$ cat src/rtl/e3_defect_pkg.sv
package e3_defect_pkg;
  typedef enum logic {
    FMT_LONG  = 1'b0,
    FMT_SHORT = 1'b1
  } e3_fmt_e;

  typedef struct packed {
    logic done;    // last bit of a frame taken this cycle
    logic sparse;  // frame zero count below threshold
  } frame_sum_t;
endpackage

$ cat src/rtl/e3_los_det.sv
module e3_los_det #(
  parameter int unsigned LOS_RUN = 32,
  parameter int unsigned CLR_WIN = 32,
  parameter int unsigned CLR_RUN = 4
) (
  input  logic clk_i,
  input  logic rst_ni,
  input  logic bit_en_i,
  input  logic bit_i,
  output logic los_o,
  output logic chg_o
);
  localparam int unsigned RW = $clog2(LOS_RUN + 1);
  localparam int unsigned WW = $clog2(CLR_WIN + 1);

  logic [RW-1:0] run_q, run_nx;
  logic [WW-1:0] win_q;
  logic          los_q, chg_q;

  always_comb begin
    if (bit_i)                       run_nx = '0;
    else if (run_q == RW'(LOS_RUN))  run_nx = run_q;
    else                             run_nx = run_q + RW'(1);
  end

  always_ff @(posedge clk_i or negedge rst_ni) begin
    if (!rst_ni) begin
      run_q <= '0;
      win_q <= '0;
      los_q <= 1'b0;
      chg_q <= 1'b0;
    end else begin
      chg_q <= 1'b0;
      if (bit_en_i) begin
        run_q <= run_nx;
        if (!los_q) begin
          if (run_nx == RW'(LOS_RUN)) begin
            los_q <= 1'b1;
            chg_q <= 1'b1;
            win_q <= '0;
          end
        end else if (run_nx >= RW'(CLR_RUN)) begin
          win_q <= '0;  // window restarts after a long zero run
        end else if (win_q == WW'(CLR_WIN - 1)) begin
          los_q <= 1'b0;
          chg_q <= 1'b1;
          win_q <= '0;
        end else begin
          win_q <= win_q + WW'(1);
        end
      end
    end
  end

  assign los_o = los_q;
  assign chg_o = chg_q;
endmodule

$ cat src/rtl/e3_frame_zcnt.sv
module e3_frame_zcnt
  import e3_defect_pkg::*;
#(
  parameter int unsigned LEN_LONG  = 4296,
  parameter int unsigned LEN_SHORT = 1536,
  parameter int unsigned ZSAT      = 8
) (
  input  logic       clk_i,
  input  logic       rst_ni,
  input  logic       bit_en_i,
  input  logic       bit_i,
  input  logic       frame_start_i,
  input  logic       fmt_sel_i,
  output frame_sum_t sum_o
);
  localparam int unsigned LMAX = (LEN_LONG > LEN_SHORT) ? LEN_LONG : LEN_SHORT;
  localparam int unsigned PW   = $clog2(LMAX);
  localparam int unsigned ZW   = $clog2(ZSAT + 1);

  logic [PW-1:0] pos_q, pos_cur, len_m1;
  logic [ZW-1:0] zc_q, zc_cur, zc_nx;
  logic          last;

  always_comb begin
    len_m1  = (e3_fmt_e'(fmt_sel_i) == FMT_SHORT) ? PW'(LEN_SHORT - 1) : PW'(LEN_LONG - 1);
    pos_cur = frame_start_i ? '0 : pos_q;
    zc_cur  = frame_start_i ? '0 : zc_q;
    if (!bit_i && zc_cur != ZW'(ZSAT)) zc_nx = zc_cur + ZW'(1);
    else                               zc_nx = zc_cur;
    last         = pos_cur >= len_m1;
    sum_o.done   = bit_en_i && last;
    sum_o.sparse = zc_nx < ZW'(ZSAT);
  end

  always_ff @(posedge clk_i or negedge rst_ni) begin
    if (!rst_ni) begin
      pos_q <= '0;
      zc_q  <= '0;
    end else if (bit_en_i) begin
      if (last) begin
        pos_q <= '0;
        zc_q  <= '0;
      end else begin
        pos_q <= pos_cur + PW'(1);
        zc_q  <= zc_nx;
      end
    end
  end
endmodule

$ cat src/rtl/e3_ais_det.sv
module e3_ais_det
  import e3_defect_pkg::*;
#(
  parameter int unsigned PERSIST = 2
) (
  input  logic       clk_i,
  input  logic       rst_ni,
  input  frame_sum_t sum_i,
  output logic       ais_o,
  output logic       chg_o
);
  localparam int unsigned CW = $clog2(PERSIST + 1);

  logic [CW-1:0] pers_q;
  logic          ais_q, chg_q, toward;

  // frame argues for the opposite of the current level
  assign toward = ais_q ? !sum_i.sparse : sum_i.sparse;

  always_ff @(posedge clk_i or negedge rst_ni) begin
    if (!rst_ni) begin
      pers_q <= '0;
      ais_q  <= 1'b0;
      chg_q  <= 1'b0;
    end else begin
      chg_q <= 1'b0;
      if (sum_i.done) begin
        if (!toward) begin
          pers_q <= '0;
        end else if (pers_q == CW'(PERSIST - 1)) begin
          pers_q <= '0;
          ais_q  <= !ais_q;
          chg_q  <= 1'b1;
        end else begin
          pers_q <= pers_q + CW'(1);
        end
      end
    end
  end

  assign ais_o = ais_q;
  assign chg_o = chg_q;
endmodule

$ cat src/rtl/e3_defect_mon.sv
module e3_defect_mon
  import e3_defect_pkg::*;
#(
  parameter int unsigned LOS_RUN   = 32,
  parameter int unsigned CLR_WIN   = 32,
  parameter int unsigned CLR_RUN   = 4,
  parameter int unsigned LEN_LONG  = 4296,
  parameter int unsigned LEN_SHORT = 1536,
  parameter int unsigned ZSAT      = 8,
  parameter int unsigned PERSIST   = 2
) (
  input  logic clk_i,
  input  logic rst_ni,
  input  logic bit_en_i,
  input  logic bit_i,
  input  logic frame_start_i,
  input  logic fmt_sel_i,
  output logic los_o,
  output logic ais_o,
  output logic los_chg_o,
  output logic ais_chg_o
);
  frame_sum_t frame_sum;

  e3_los_det #(
    .LOS_RUN(LOS_RUN), .CLR_WIN(CLR_WIN), .CLR_RUN(CLR_RUN)
  ) u_los (
    .clk_i(clk_i), .rst_ni(rst_ni), .bit_en_i(bit_en_i), .bit_i(bit_i),
    .los_o(los_o), .chg_o(los_chg_o)
  );

  e3_frame_zcnt #(
    .LEN_LONG(LEN_LONG), .LEN_SHORT(LEN_SHORT), .ZSAT(ZSAT)
  ) u_frm (
    .clk_i(clk_i), .rst_ni(rst_ni), .bit_en_i(bit_en_i), .bit_i(bit_i),
    .frame_start_i(frame_start_i), .fmt_sel_i(fmt_sel_i), .sum_o(frame_sum)
  );

  e3_ais_det #(.PERSIST(PERSIST)) u_ais (
    .clk_i(clk_i), .rst_ni(rst_ni), .sum_i(frame_sum),
    .ais_o(ais_o), .chg_o(ais_chg_o)
  );
endmodule

$ cat config.mk
export PLATFORM = sky130hd
export DESIGN_NAME = e3_defect_mon
export DESIGN_NICKNAME = d
export VERILOG_FILES = /design/src/rtl/e3_defect_pkg.sv /design/src/rtl/e3_los_det.sv /design/src/rtl/e3_frame_zcnt.sv /design/src/rtl/e3_ais_det.sv /design/src/rtl/e3_defect_mon.sv
export SDC_FILE = /design/constraint.sdc
export NUM_CORES = 1
export LEC_CHECK = 0
export BUFFER_PORTS_ARGS = -buffer_cell sky130_fd_sc_hd__buf_4
export CORE_MARGIN = 3
export CORE_UTILIZATION = 39
export DETAILED_ROUTE_END_ITERATION = 7
export PLACE_DENSITY = 0.57
export SKIP_CTS_REPAIR_TIMING = 1
export SYNTH_ARGS = -nofsm -noshare
export SYNTH_HDL_FRONTEND = slang
export SYNTH_HIERARCHICAL = 1
export SYNTH_SLANG_ARGS = --single-unit
$ cat constraint.sdc
create_clock -name clk_i -period 7.28 [get_ports clk_i]
set_clock_uncertainty 0.15 [all_clocks]
set_input_delay 1.092 -clock clk_i [delete_from_list [all_inputs] [get_ports clk_i]]
set_output_delay 1.092 -clock clk_i [all_outputs]
set_load 0.005 [all_outputs]
==> impl_metrics.json, run 1 <==
{
  "status": "completed",
  "required_ps": 7320,
  "placementRows": 28,
  "crit_arrival_ps": 3540,
  "worst_setup_path_start_kind": "input port",
  "synth-main-ff-cell": "dfrtp_1",
  "die-area_mm2": 0.00735,
  "gr-usage-all-layers": 0.163,
  "synth-compound-area-share": 0.224,
  "ir_worst_vdd_v": 0.000115,
  "syn2layout_area_growth_pct": 8.08,
  "crit_fanout": 20,
  "dr.pass1.iters": 5,
  "synth-seq-cells": 35,
  "start_util": 0.411,
  "setup_viol": 0,
  "finalCriticalPeriod_ps": 3510,
  "synth_top_family_by_area": "simple AND/OR/NAND/NOR gates",
  "grt_util_met1": 0.225,
  "cts_buffers": 5,
  "finalHoldViolCount": 0,
  "ant_nets": 0,
  "synth_xor_xnor_area_share": 0.0141,
  "met2_usage": 0.255,
  "fin_tns_setup_ps": 0,
  "rsz0062_at_grt": "no",
  "ios": 10,
  "post_route_cells_drive_above_1_share": 0.116,
  "antenna_cells": 0,
  "cts_buffer_depth": 2,
  "via_count": 2132,
  "root_buffer": "clkbuf_8",
  "synthesis.nets": 297,
  "h-tree-depth": 2,
  "final_common_cell": "dfrtp_1",
  "portBuffers": 9,
  "layout_common_cells": "dfrtp_1, inv_1, nand2_1",
  "p_per_area_mw_per_mm2": 195,
  "fillers": 594,
  "wl_per_cell_um": 15.4,
  "finalNetCount": 302,
  "drtIter0Drc": 195,
  "end_kind": "flip-flop",
  "synth_simple_gate_area_frac": 0.253,
  "clock_latency_ps": 300,
  "tightestPinTransition_ps": 742,
  "cts_sinks": 35,
  "ys_warn_count": 6,
  "synth_edf_count": 0,
  "total_power_w": 0.000521,
  "drcViolationCount": 0,
  "grt-ovfl-total": 0,
  "cap_violations": 0,
  "die_x_um": 85.7,
  "syn_area_mm2": 0.00248,
  "synth_adder_area_share": 0.0606,
  "grt_pass1_wl_mm": 9.69,
  "synthMuxAreaShare": 0.0283,
  "fin_crit_sh": 0.482,
  "hpwl_mm": 3.71,
  "critPathKind": "input port to flip-flop",
  "clkTransAtPathRegs_ps": 70,
  "die_h_um": 85.7,
  "busiest_layer": "met2",
  "via_per_inst": 5.92,
  "drt_wl_total_mm": 5.56,
  "cts_tree": "done",
  "leakage_nw": 1.13,
  "grt_pass1_vias": 2024,
  "hold_class": "flip-flop to flip-flop",
  "async_flop_share": 1.00,
  "gp_congestion": 0.843,
  "grt_max_degree": 36,
  "grt_use_met3": 0.0355,
  "drv_slew": 0,
  "avgSynthCellArea_um2": 8.88,
  "yosysUniqueCellTypes": 58,
  "maxSlewHeadroom": 0.505,
  "fmax_mhz": 285,
  "syn_inst": 279,
  "core-area_mm2": 0.00603,
  "antenna_found_initial": 0,
  "ys_seq_area_frac": 0.353
}
## path summary, 6_finish.rpt
check / from / slack [ps] / depth (start not counted) / to
worst max-delay path: frame_start_i / 3770 / 10 / u_ais/ais_o
worst max register to register: u_frm/pos_q[8] / 4280 / 9 / u_ais/ais_o
max in group asynchronous: rst_ni / 6050 / 1 / u_los/run_q[2]
worst min register to register: u_frm/pos_q[12] / 370 / 1 / u_frm/pos_q[12]
min in group asynchronous: rst_ni / 590 / 1 / u_los/run_q[0]
worst min-delay path: u_frm/pos_q[12] / 370 / 1 / u_frm/pos_q[12]
## registers in the layout (all words and copies together) (netlist names)
| signal | count |
|---|---|
| u_ais/chg_o | 1 |
| u_los/win_q | 6 |
| u_frm/zc_q | 4 |
| u_los/los_o | 1 |
| u_ais/pers_q | 2 |
| u_los/run_q | 6 |
| u_los/chg_o | 1 |
| u_ais/ais_o | 1 |
| u_frm/pos_q | 13 |
## routing by layer
metal | vias to the layer above | routed length, um
met3 | 5 | 247
met5 | - | 0
met2 | 46 | 2560
met4 | 0 | 52
li1 | 1049 | -
met1 | 1032 | 2700
## cell families after synthesis
group                    after synthesis
XOR/XNOR                               4
adder cells (fa/ha/maj)               12
buffers and inverters                 38
multiplexers                           6
AND/OR/NAND/NOR                      111
AO/OA/AOI/OAI                         73
flip-flops                            35
## Yosys cell counts, drive strengths merged, types with 2 or more instances
| cell type | instances | area (um2) |
|---|---|---|
| nand2b | 3 | 18.8 |
| o211ai | 6 | 45.0 |
| a41oi | 2 | 17.5 |
| or2 | 3 | 18.8 |
| ha | 12 | 150 |
| nand4b | 4 | 35.0 |
| o31ai | 5 | 37.5 |
| nand2 | 25 | 93.8 |
| nor2 | 14 | 52.6 |
| or3 | 5 | 36.3 |
| buf | 4 | 38.8 |
| nor4b | 2 | 17.5 |
| and3 | 4 | 25.0 |
| nor4 | 6 | 52.6 |
| o22ai | 7 | 43.8 |
| mux2i | 4 | 40.0 |
| a311oi | 3 | 26.3 |
| a32oi | 4 | 35.0 |
| nor3 | 8 | 40.0 |
| nand4 | 8 | 50.1 |
| a21oi | 6 | 37.5 |
| nor2b | 8 | 50.1 |
| a31oi | 6 | 37.5 |
| inv | 27 | 101 |
| clkbuf | 7 | 26.3 |
| a21bo | 2 | 20.0 |
| xnor2 | 3 | 26.3 |
| dfrtp | 35 | 876 |
| mux2 | 2 | 30.0 |
| o2bb2ai | 5 | 50.0 |
| o21ai | 15 | 86.3 |
| a22o | 2 | 17.5 |
| nand3 | 14 | 70.1 |
| a21boi | 2 | 15.0 |
## worst max-delay path: stages
cell,delay [ps]
buf_4,200
nor2b_1,110
ha_1,280
or4b_4,460
nor4_1,340
a21oi_2,200
and2_4,210
nor2_1,170
nand3b_1,150
mux2_4,310
## power by group
group | switching, W | internal (W)
logic | 0.0000546 | 0.0000452
clock network | 0.0000768 | 0.0000861
registers | 0.0000360 | 0.000223
## layout make-up
type | count | area, um2 | area share
multi-input cells | 206 | 1440 | 0.536
flip-flops and latches | 35 | 876 | 0.327
inverters | 27 | 101 | 0.0378
clock buffers | 7 | 96.3 | 0.0360
well taps | 75 | 93.8 | 0.0350
repair buffers | 9 | 67.6 | 0.0252
clock inverters | 1 | 7.51 | 0.00280
## through the flow
stage               setup WS (ps)  std cells  utilization  cell area [um2]  hold WS, ps
detailed placement           3480        352        0.427             2570          352
floorplan                    3730        279            -             2480          302
finish                       3770        360        0.445             2680          366
global placement             3510        352        0.427             2570          346
global route                 3560        360        0.445             2680          387
CTS                          3790        360        0.445             2680          363
Note: power is estimated with default switching activity, not from simulation.
==> inputs of run 2 (changes only) <==
Clock period 7.28 ns to 3.6 ns, I/O delays scaled along.
==> impl_metrics.json, run 2 (synthesized netlist as in run 1, its figures left out) <==
{
  "status": "completed",
  "stdcell_count": 361,
  "critPathTopFamily": "simple AND/OR/NAND/NOR gates",
  "grt_max_degree": 36,
  "core-area_mm2": 0.00603,
  "top_register": "u_frm/pos_q",
  "largest_registers": "u_frm/pos_q: 13 flops, u_los/run_q: 6 flops, u_los/win_q: 6 flops",
  "required_ps": 3620,
  "drv_slew": 0,
  "dr.pass1.iters": 4,
  "wl_per_cell_um": 14.4,
  "clkTransAtPathRegs_ps": 70,
  "via_per_inst": 5.89,
  "clock_latency_ps": 280,
  "ant_nets": 0,
  "die_h_um": 85.7,
  "grt_pass1_vias": 2002,
  "syn2layout_area_growth_pct": 7.47,
  "maxSlewHeadroom": 0.501,
  "final_common_cell": "dfrtp_1",
  "finalHoldViolCount": 0,
  "place_area_mm2": 0.00258,
  "ios": 10,
  "die-area_mm2": 0.00735,
  "hold_class": "input port to asynchronous set/reset pin",
  "start_util": 0.411,
  "slowest_stage": "or4b_4",
  "root_buffer": "clkbuf_8",
  "tightestPinTransition_ps": 748,
  "worst_setup_path_start_kind": "flip-flop",
  "placementRows": 28,
  "post_route_cells_drive_above_1_share": 0.112,
  "fin_crit_sh": 0.846,
  "crit_fanout": 9,
  "drt_wl_total_mm": 5.21,
  "cts_buffer_depth": 2,
  "cap_violations": 0,
  "cts_buffers": 5,
  "slowest_delay_ps": 460,
  "rsz0062_at_grt": "no",
  "gr-usage-all-layers": 0.151,
  "grt_pass1_wl_mm": 9.11,
  "largest_register_ff_count": 13,
  "cts_tree": "done",
  "h-tree-depth": 2,
  "drtIter0Drc": 154,
  "fmax_mhz": 328,
  "drcViolationCount": 0,
  "cp.buffers_inverters": 0,
  "die_x_um": 85.7,
  "hpwl_mm": 3.64,
  "ir_worst_vdd_v": 0.000219,
  "cts_sinks": 35,
  "gp_congestion": 0.881,
  "crit_chain": "nor2b_1, ha_1, or4b_4, nor4_1, a21oi_2, and2_4, nor2_1, nand3b_1, mux2_4",
  "antenna_found_initial": 0,
  "design_area_mm2": 0.00266,
  "fin_util": 0.442,
  "critPathKind": "flip-flop to flip-flop",
  "finalCriticalPeriod_ps": 3040,
  "crit_arrival_ps": 3070,
  "dp_cells": 353,
  "fin_tns_setup_ps": 0,
  "finalNetCount": 303,
  "end_kind": "flip-flop",
  "leakage_nw": 1.13,
  "layout_common_cells": "dfrtp_1, inv_1, nand2_1",
  "antenna_cells": 0,
  "p_per_area_mw_per_mm2": 376,
  "setup_viol": 0,
  "portBuffers": 9,
  "via_count": 2127,
  "grt-ovfl-total": 0
}
## run 2: changes by cell type in the layout (fill, tap and decap cells not counted)
| cell | delta |
|---|---|
| buf_4 | +1 |
| clkbuf_8 | -2 |
| clkbuf_1 | +2 |
| clkinvlp_4 | -1 |
| clkinv_2 | +1 |
## run 2: cell type report
type                            count  area [um2]
Multi-Input combinational cell    206        1440
Inverter                           27         101
Timing Repair Buffer               10        75.1
Fill cell                         609        3360
Sequential cell                    35         876
Clock inverter                      1        5.00
Clock buffer                        7        76.3
Tap cell                           75        93.8
## run 2: worst paths after layout
path | startpoint | endpoint | slack [ps] | cells past startpoint
max reg2reg | u_frm/pos_q[8] | u_ais/ais_o | 560 | 9
min | rst_ni | u_los/run_q[0] | 50 | 1
max in group asynchronous | rst_ni | u_frm/pos_q[7] | 2920 | 1
min reg2reg | u_los/win_q[0] | u_los/win_q[0] | 360 | 1
max | u_frm/pos_q[8] | u_ais/ais_o | 560 | 9
min in group clk_i | u_los/win_q[0] | u_los/win_q[0] | 360 | 1
## run 2: power by group
group	internal, W	total, W	leakage [nW]	switching (W)
sequential	0.000450	0.000522	0.461	0.0000718
combinational	0.0000911	0.000200	0.626	0.000109
clock	0.000136	0.000279	0.0422	0.000143
## run 2: per-layer routing
| metal | vias up | share of wire | global-route usage |
|---|---|---|---|
| met5 | - | 0 | 0 |
| met4 | 0 | 0.014 | 0.0576 |
| met3 | 8 | 0.040 | 0.0307 |
| met2 | 49 | 0.45 | 0.233 |
| met1 | 1019 | 0.50 | 0.207 |
| li1 | 1051 | - | - |
## run 2: per-stage QoR
step / total power (W) / hold slack, ps / worst slack (ps)
2_1_floorplan: 0.000672 / 94.4 / 598
3_3_place_gp: 0.000726 / 346 / 399
3_5_place_dp: 0.000728 / 352 / 314
4_1_cts: 0.00101 / 68.3 / 582
5_1_grt: 0.00108 / 90.0 / 407
6_report: 0.00100 / 51.8 / 556
